File: src/rtl/spec_load_pkg.sv
package spec_load_pkg;

    localparam int SZW = 3;

    // Byte count of a size code; codes above 4 saturate at 16 bytes.
    function automatic logic [4:0] size_bytes(input logic [SZW-1:0] code);
        logic [4:0] n;
        unique case (code)
            3'd0:    n = 5'd1;
            3'd1:    n = 5'd2;
            3'd2:    n = 5'd4;
            3'd3:    n = 5'd8;
            default: n = 5'd16;
        endcase
        return n;
    endfunction

endpackage

File: src/rtl/slt_cmp.sv
module slt_cmp #(
    parameter int AW = 32,
    parameter int RW = 7
) (
    input  logic          e_valid,
    input  logic [RW-1:0] e_reg,
    input  logic [AW:0]   e_lo,
    input  logic [AW:0]   e_hi,
    input  logic [RW-1:0] ld_reg,
    input  logic [RW-1:0] chk_reg,
    input  logic [AW:0]   st_lo,
    input  logic [AW:0]   st_hi,
    output logic          ld_hit,
    output logic          chk_hit,
    output logic          st_hit
);
    // Half-open ranges [lo,hi) overlap when each starts below the other's end.
    always_comb begin
        ld_hit  = e_valid && (e_reg == ld_reg);
        chk_hit = e_valid && (e_reg == chk_reg);
        st_hit  = e_valid && (e_lo < st_hi) && (st_lo < e_hi);
    end
endmodule

File: src/rtl/slt_victim.sv
module slt_victim #(
    parameter int N = 32
) (
    input  logic         clk,
    input  logic         rst_n,
    input  logic         go,
    input  logic [N-1:0] hit_vec,
    input  logic [N-1:0] free_vec,
    output logic [N-1:0] wr_vec
);
    localparam int PW = (N > 1) ? $clog2(N) : 1;

    logic [PW-1:0] ptr_q;
    logic [PW-1:0] free_idx;
    logic          use_ptr;

    always_comb begin
        free_idx = '0;
        for (int i = N - 1; i >= 0; i--) begin
            if (free_vec[i]) free_idx = PW'(i);
        end
    end

    always_comb begin
        wr_vec  = '0;
        use_ptr = 1'b0;
        if (go) begin
            if (|hit_vec) begin
                wr_vec = hit_vec;
            end else if (|free_vec) begin
                wr_vec[free_idx] = 1'b1;
            end else begin
                wr_vec[ptr_q] = 1'b1;
                use_ptr       = 1'b1;
            end
        end
    end

    always_ff @(posedge clk) begin
        if (!rst_n) begin
            ptr_q <= '0;
        end else if (use_ptr) begin
            ptr_q <= (ptr_q == PW'(N - 1)) ? '0 : ptr_q + 1'b1;
        end
    end

    // an accepted insert writes exactly one entry.
    p_one_slot_r7: assert property (@(posedge clk) disable iff (!rst_n)
        go |-> $countones(wr_vec) == 1);

    // the replacement pointer moves only after a replacement.
    p_ptr_hold_r7: assert property (@(posedge clk) disable iff (!rst_n)
        !use_ptr |=> $stable(ptr_q));
endmodule

File: src/rtl/spec_load_table.sv
module spec_load_table #(
    parameter int N  = 32,
    parameter int AW = 32,
    parameter int RW = 7
) (
    input  logic                           clk,
    input  logic                           rst_n,
    input  logic                           flush_all,
    input  logic                           ld_valid,
    input  logic [RW-1:0]                  ld_reg,
    input  logic [AW-1:0]                  ld_addr,
    input  logic [spec_load_pkg::SZW-1:0]  ld_size,
    input  logic                           st_valid,
    input  logic [AW-1:0]                  st_addr,
    input  logic [spec_load_pkg::SZW-1:0]  st_size,
    input  logic                           chk_valid,
    input  logic [RW-1:0]                  chk_reg,
    output logic                           chk_ack,
    output logic                           chk_pass
);
    import spec_load_pkg::*;

    logic [N-1:0]  valid_q;
    logic [RW-1:0] reg_q [N];
    logic [AW:0]   lo_q  [N];
    logic [AW:0]   hi_q  [N];

    logic [N-1:0]  ld_hit_vec, chk_hit_vec, st_hit_vec;
    logic [N-1:0]  kill_vec, post_valid, wr_vec;
    logic [AW:0]   st_lo, st_hi, ld_lo, ld_hi;
    logic          ld_go;
    logic          ack_q, pass_q;

    always_comb begin
        st_lo = {1'b0, st_addr};
        st_hi = st_lo + (AW+1)'(size_bytes(st_size));
        ld_lo = {1'b0, ld_addr};
        ld_hi = ld_lo + (AW+1)'(size_bytes(ld_size));
    end

    generate
        for (genvar g = 0; g < N; g++) begin : g_cmp
            slt_cmp #(.AW(AW), .RW(RW)) u_cmp (
                .e_valid (valid_q[g]),
                .e_reg   (reg_q[g]),
                .e_lo    (lo_q[g]),
                .e_hi    (hi_q[g]),
                .ld_reg  (ld_reg),
                .chk_reg (chk_reg),
                .st_lo   (st_lo),
                .st_hi   (st_hi),
                .ld_hit  (ld_hit_vec[g]),
                .chk_hit (chk_hit_vec[g]),
                .st_hit  (st_hit_vec[g])
            );
        end
    endgenerate

    // Store snoop applies before the insert of the same cycle.
    always_comb begin
        kill_vec   = st_valid ? st_hit_vec : '0;
        post_valid = valid_q & ~kill_vec;
        ld_go      = ld_valid && !flush_all;
    end

    slt_victim #(.N(N)) u_victim (
        .clk      (clk),
        .rst_n    (rst_n),
        .go       (ld_go),
        .hit_vec  (ld_hit_vec),
        .free_vec (~post_valid),
        .wr_vec   (wr_vec)
    );

    always_ff @(posedge clk) begin
        if (!rst_n) begin
            valid_q <= '0;
        end else if (flush_all) begin
            valid_q <= '0;
        end else begin
            valid_q <= post_valid | wr_vec;
        end
    end

    always_ff @(posedge clk) begin
        for (int i = 0; i < N; i++) begin
            if (wr_vec[i]) begin
                reg_q[i] <= ld_reg;
                lo_q[i]  <= ld_lo;
                hi_q[i]  <= ld_hi;
            end
        end
    end

    always_ff @(posedge clk) begin
        if (!rst_n) begin
            ack_q  <= 1'b0;
            pass_q <= 1'b0;
        end else begin
            ack_q  <= chk_valid;
            pass_q <= chk_valid && (|chk_hit_vec);
        end
    end

    always_comb begin
        chk_ack  = ack_q;
        chk_pass = pass_q;
    end

    // never two valid entries for one register.
    p_unique_reg_r6: assert property (@(posedge clk) disable iff (!rst_n)
        $onehot0(ld_hit_vec));

    // flush leaves nothing valid.
    p_flush_empty_r8: assert property (@(posedge clk) disable iff (!rst_n)
        flush_all |=> valid_q == '0);

    // overlapped entries are gone unless rewritten in that cycle.
    p_store_kills_r3: assert property (@(posedge clk) disable iff (!rst_n)
        (st_valid && !flush_all) |=> (valid_q & $past(st_hit_vec) & ~$past(wr_vec)) == '0);

    // an accepted insert is valid on the next cycle.
    p_insert_lands_r9: assert property (@(posedge clk) disable iff (!rst_n)
        ld_go |=> (valid_q & $past(wr_vec)) != '0);

    // response arrives one cycle after a check and only then.
    p_ack_timing_r4: assert property (@(posedge clk) disable iff (!rst_n)
        chk_valid |=> chk_ack);
    p_no_stray_ack_r4: assert property (@(posedge clk) disable iff (!rst_n)
        !chk_valid |=> !chk_ack && !chk_pass);
endmodule

File: config.mk
export PLATFORM = sky130hd
export DESIGN_NAME = spec_load_table
export DESIGN_NICKNAME = d
export VERILOG_FILES = /design/src/rtl/spec_load_pkg.sv /design/src/rtl/slt_cmp.sv /design/src/rtl/slt_victim.sv /design/src/rtl/spec_load_table.sv
export SDC_FILE = /design/constraint.sdc
export NUM_CORES = 2
export LEC_CHECK = 0
export BUFFER_PORTS_ARGS = -buffer_cell sky130_fd_sc_hd__buf_2
export CORE_MARGIN = 2
export CORE_UTILIZATION = 50
export DETAILED_ROUTE_END_ITERATION = 8
export PLACE_DENSITY = 0.75
export SETUP_SLACK_MARGIN = 0.05
export SYNTH_ARGS = -nofsm -noshare
export SYNTH_HDL_FRONTEND = slang
export SYNTH_SLANG_ARGS = --single-unit
File: constraint.sdc
create_clock -name clk -period 15.9 [get_ports clk]
set_clock_uncertainty 0.15 [all_clocks]
set_input_delay 1.59 -clock clk [delete_from_list [all_inputs] [get_ports clk]]
set_output_delay 1.59 -clock clk [all_outputs]
set_load 0.01 [all_outputs]
==> out/metrics.csv <==
metric;value;unit
status;finished, violations left;
violations;max-capacitance violations, max-slew violations;
ys.warnings.count;0;
drtAntennaViolNets;0;
p_per_area;98.3;nW/um2
insertion_delay;930;ps
cts_tree;done;
synth.distinct_cells;110;
ios;92;
grt_usage;30.6;%
fillers;19400;
die_w;505;um
cts_sinks;2343;
crit_path_max_fanout;66;
worstPathRequired;16250;ps
vias_per_cell;6.34;
htreeDepth;4;
place.gp.congestion;0.999;
drc;0;
setup_viol;0;
dp.cells;13300;
die_area;255000;um2
syn_area;126000;um2
power_leakage;56.7;nW
hold_viol;0;
async_flop_share;0;%
clock.fmax;0.0871;GHz
cts_setup_buffers;0;
root_buffer;clkbuf_16;
drt_iter0_markers;10900;
dp_hpwl;258;mm
grt_max_degree;73;
hold_class;flip-flop to flip-flop;
core_area;251000;um2
antenna_found_initial;23;
fin_setup_tns;0;ps
routedWlPerCell;28.8;um
clockBufferDepth;3;
drive_above_1_share;8.62;%
swShare;24.4;%
numCtsBuffers;238;
clkPwrFrac;41.8;%
final.period_utilization;72.2;%
path_clk_slew;60;ps
postSynthCellCount;9706;
syn_to_final_growth;12.2;%
intPower;10.5;mW
synth_edf_count;2304;
synth_ff_type;edfxtp_1;
synth_nets;11800;
crit_path_start_kind;input pin;
hold_ws;419;ps
cp.arrival;11840;ps
nets;12300;
syn_avg_cell_area;13.0;um2
drv_cap;1;
seq_area_frac_synth;55.7;%
cts_resized;0;
ir_drop;0.110;mV
p_switching;3.38;mW
die_h;505;um
fin_cells;13800;
ys_ff_latch;2343;
grt_pass1_vias;87600;
grt_overflow;0;
final_max_slew_viol_count;3;
port_buffers;91;
rows;184;
comb_power_share;9.1;%
worst_pin_slew;1540;ps
p_seq_share;49.1;%
totalPowerFinal;13.9;mW
criticalPathCategory;input pin to flip-flop;
relSlewSlack;-2.67;%
ctsHoldBuffers;0;
endpoint_kind;flip-flop;
finalCriticalPeriod;11490;ps
routed_wl;397;mm
grt_pass1_wl;571;mm
vias;87300;
rsz0062_at_grt;false;
final-seq-area;70000;um2
start_util;50.1;%
firstDrtPassIters;8;
multi_input_area;52300;um2
-- synthesized netlist by cell type, drive strengths merged, types with 19 or more instances --
| cell | count | share of area (%) |
|---|---|---|
| edfxtp | 2304 | 55 |
| a31oi | 64 | 0.32 |
| and4 | 32 | 0.23 |
| xor2 | 139 | 0.97 |
| and2 | 19 | 0.097 |
| o21ai | 388 | 1.6 |
| dfxtp | 39 | 0.62 |
| clkbuf | 40 | 0.12 |
| nand2b | 76 | 0.38 |
| nor2 | 329 | 0.98 |
| o221ai | 28 | 0.20 |
| a21o | 267 | 1.6 |
| a2111oi | 52 | 0.40 |
| a21oi | 558 | 2.2 |
| a211o | 40 | 0.28 |
| inv | 1089 | 3.3 |
| nand3 | 211 | 0.85 |
| ha | 1967 | 20 |
| xnor2 | 370 | 2.6 |
| nand4 | 332 | 1.7 |
| a21boi | 20 | 0.12 |
| nor2b | 78 | 0.39 |
| o211ai | 87 | 0.52 |
| o21a | 61 | 0.36 |
| o31ai | 25 | 0.15 |
| and3 | 53 | 0.27 |
| nand2 | 315 | 0.95 |
| o2111ai | 47 | 0.34 |
| nor3 | 111 | 0.45 |
| a221oi | 26 | 0.20 |
| a211oi | 133 | 0.81 |
| or4 | 20 | 0.12 |
| nor4 | 66 | 0.35 |
| buf | 61 | 0.22 |
-- cells in the final DEF (no fill, tap or decap), drive strengths merged, types with 19 or more instances in the layout --
master | netlist | routed
xnor2 | 370 | 370
nor2b | 78 | 78
and3 | 53 | 53
ha | 1967 | 1967
xor2 | 139 | 139
o21a | 61 | 61
bufinv | 0 | 32
buf | 61 | 358
a2111oi | 52 | 52
a21oi | 558 | 558
inv | 1089 | 1092
o31ai | 25 | 25
nor2 | 329 | 329
o211ai | 87 | 87
o221ai | 28 | 28
a221oi | 26 | 26
and2 | 19 | 19
dfxtp | 39 | 39
clkbuf | 40 | 280
nand4 | 332 | 332
and4 | 32 | 32
a21o | 267 | 267
nor3 | 111 | 111
a21boi | 20 | 20
nand2 | 315 | 315
nand3 | 211 | 211
clkinv | 1 | 125
edfxtp | 2304 | 2304
a211o | 40 | 40
or4 | 20 | 20
a31oi | 64 | 64
o21ai | 388 | 388
a211oi | 133 | 133
nor4 | 66 | 66
o2111ai | 47 | 47
nand2b | 76 | 76
-- kinds of logic (layout without fill, tap and decap cells) --
| kind of cell | count (synthesis) | after routing | share of synthesized area (%) |
|---|---|---|---|
| DFF | 2343 | 2343 | 55.7 |
| AOI/OAI and AO/OA | 1972 | 1972 | 10.3 |
| adders and majority gates | 1971 | 1971 | 19.6 |
| and+or+nand+nor | 1720 | 1720 | 7.22 |
| buffers and inverters | 1191 | 1897 | 3.60 |
| xor gates and xnor gates | 509 | 509 | 3.55 |
| other | 0 | 5 | 0 |
-- worst max-delay path, cell delays in order --
cell and delay [ps]:
buf_2 80, buf_4 380, ha_1 250, inv_1 60
fa_1 470, nor2b_2 240, o2111ai_4 230, a2111oi_4 500
buf_4 340, nand2_1 170, xor2_4 650, buf_4 480
ha_1 230, a211oi_1 50, nor2_1 110, nor2_1 50
o211ai_1 620, a221oi_1 210, a31oi_1 860, a41o_1 440
or4b_1 520, a311oi_2 400, o21ai_4 200, a21boi_2 580
nand2_2 240, o211ai_1 800, buf_4 890
-- power by group through the flow --
stage	logic [mW]	registers [mW]	clock network (mW)
4_1_cts	1.23	6.81	5.82
2_1_floorplan	0.615	6.94	0
5_1_grt	1.36	6.81	6.07
6_report	1.26	6.81	5.79
3_5_place_dp	1.22	6.94	0
3_3_place_gp	1.15	6.94	0
-- registers in the layout, summed over array words and instances, names as in the netlist --
name,count
chk_ack,1
chk_pass,1
hi_q,1056
lo_q,1024
reg_q,224
u_victim.ptr_q,5
valid_q,32
-- routing by layer --
layer	global-route usage (%)	part of all wire [%]	vias to the layer above
met4	16.4	6.2	12
met2	46.8	44	5055
met5	0	0.021	-
met3	7.29	12	1078
li1	-	-	38000
met1	40.2	38	43200
-- worst paths after layout --
path | from | to | slack [ps] | cells after the start
setup / recovery | st_addr[0] | hi_q[1][124] | 4410 | 27
hold / removal | u_victim.ptr_q[1] | u_victim.ptr_q[1] | 420 | 2
setup reg to reg | hi_q[0][114] | lo_q[1][424] | 7570 | 17
hold reg to reg | u_victim.ptr_q[1] | u_victim.ptr_q[1] | 420 | 2
-- layout make-up --
class / count / share of cell area (%)
flip-flops and latches: 2343 / 49.6
multi-input cells: 6172 / 37.0
clock buffers: 280 / 4.34
well taps: 3348 / 2.97
inverters: 1090 / 2.91
repair buffers: 358 / 1.75
clock inverters: 169 / 1.36
diodes: 5 / 0.00887
-- metrics by stage --
| step | setup slack, ps | area, um2 | utilization (%) |
|---|---|---|---|
| 3_3_place_gp | 3820 | 133000 | 53.0 |
| 4_1_cts | 4840 | 141000 | 56.2 |
| 3_5_place_dp | 3910 | 133000 | 53.0 |
| 6_report | 4410 | 141000 | 56.3 |
| 5_1_grt | 4250 | 141000 | 56.2 |
| 2_1_floorplan | 2520 | 126000 | - |
No activity file was read; power rests on OpenSTA's default activity.
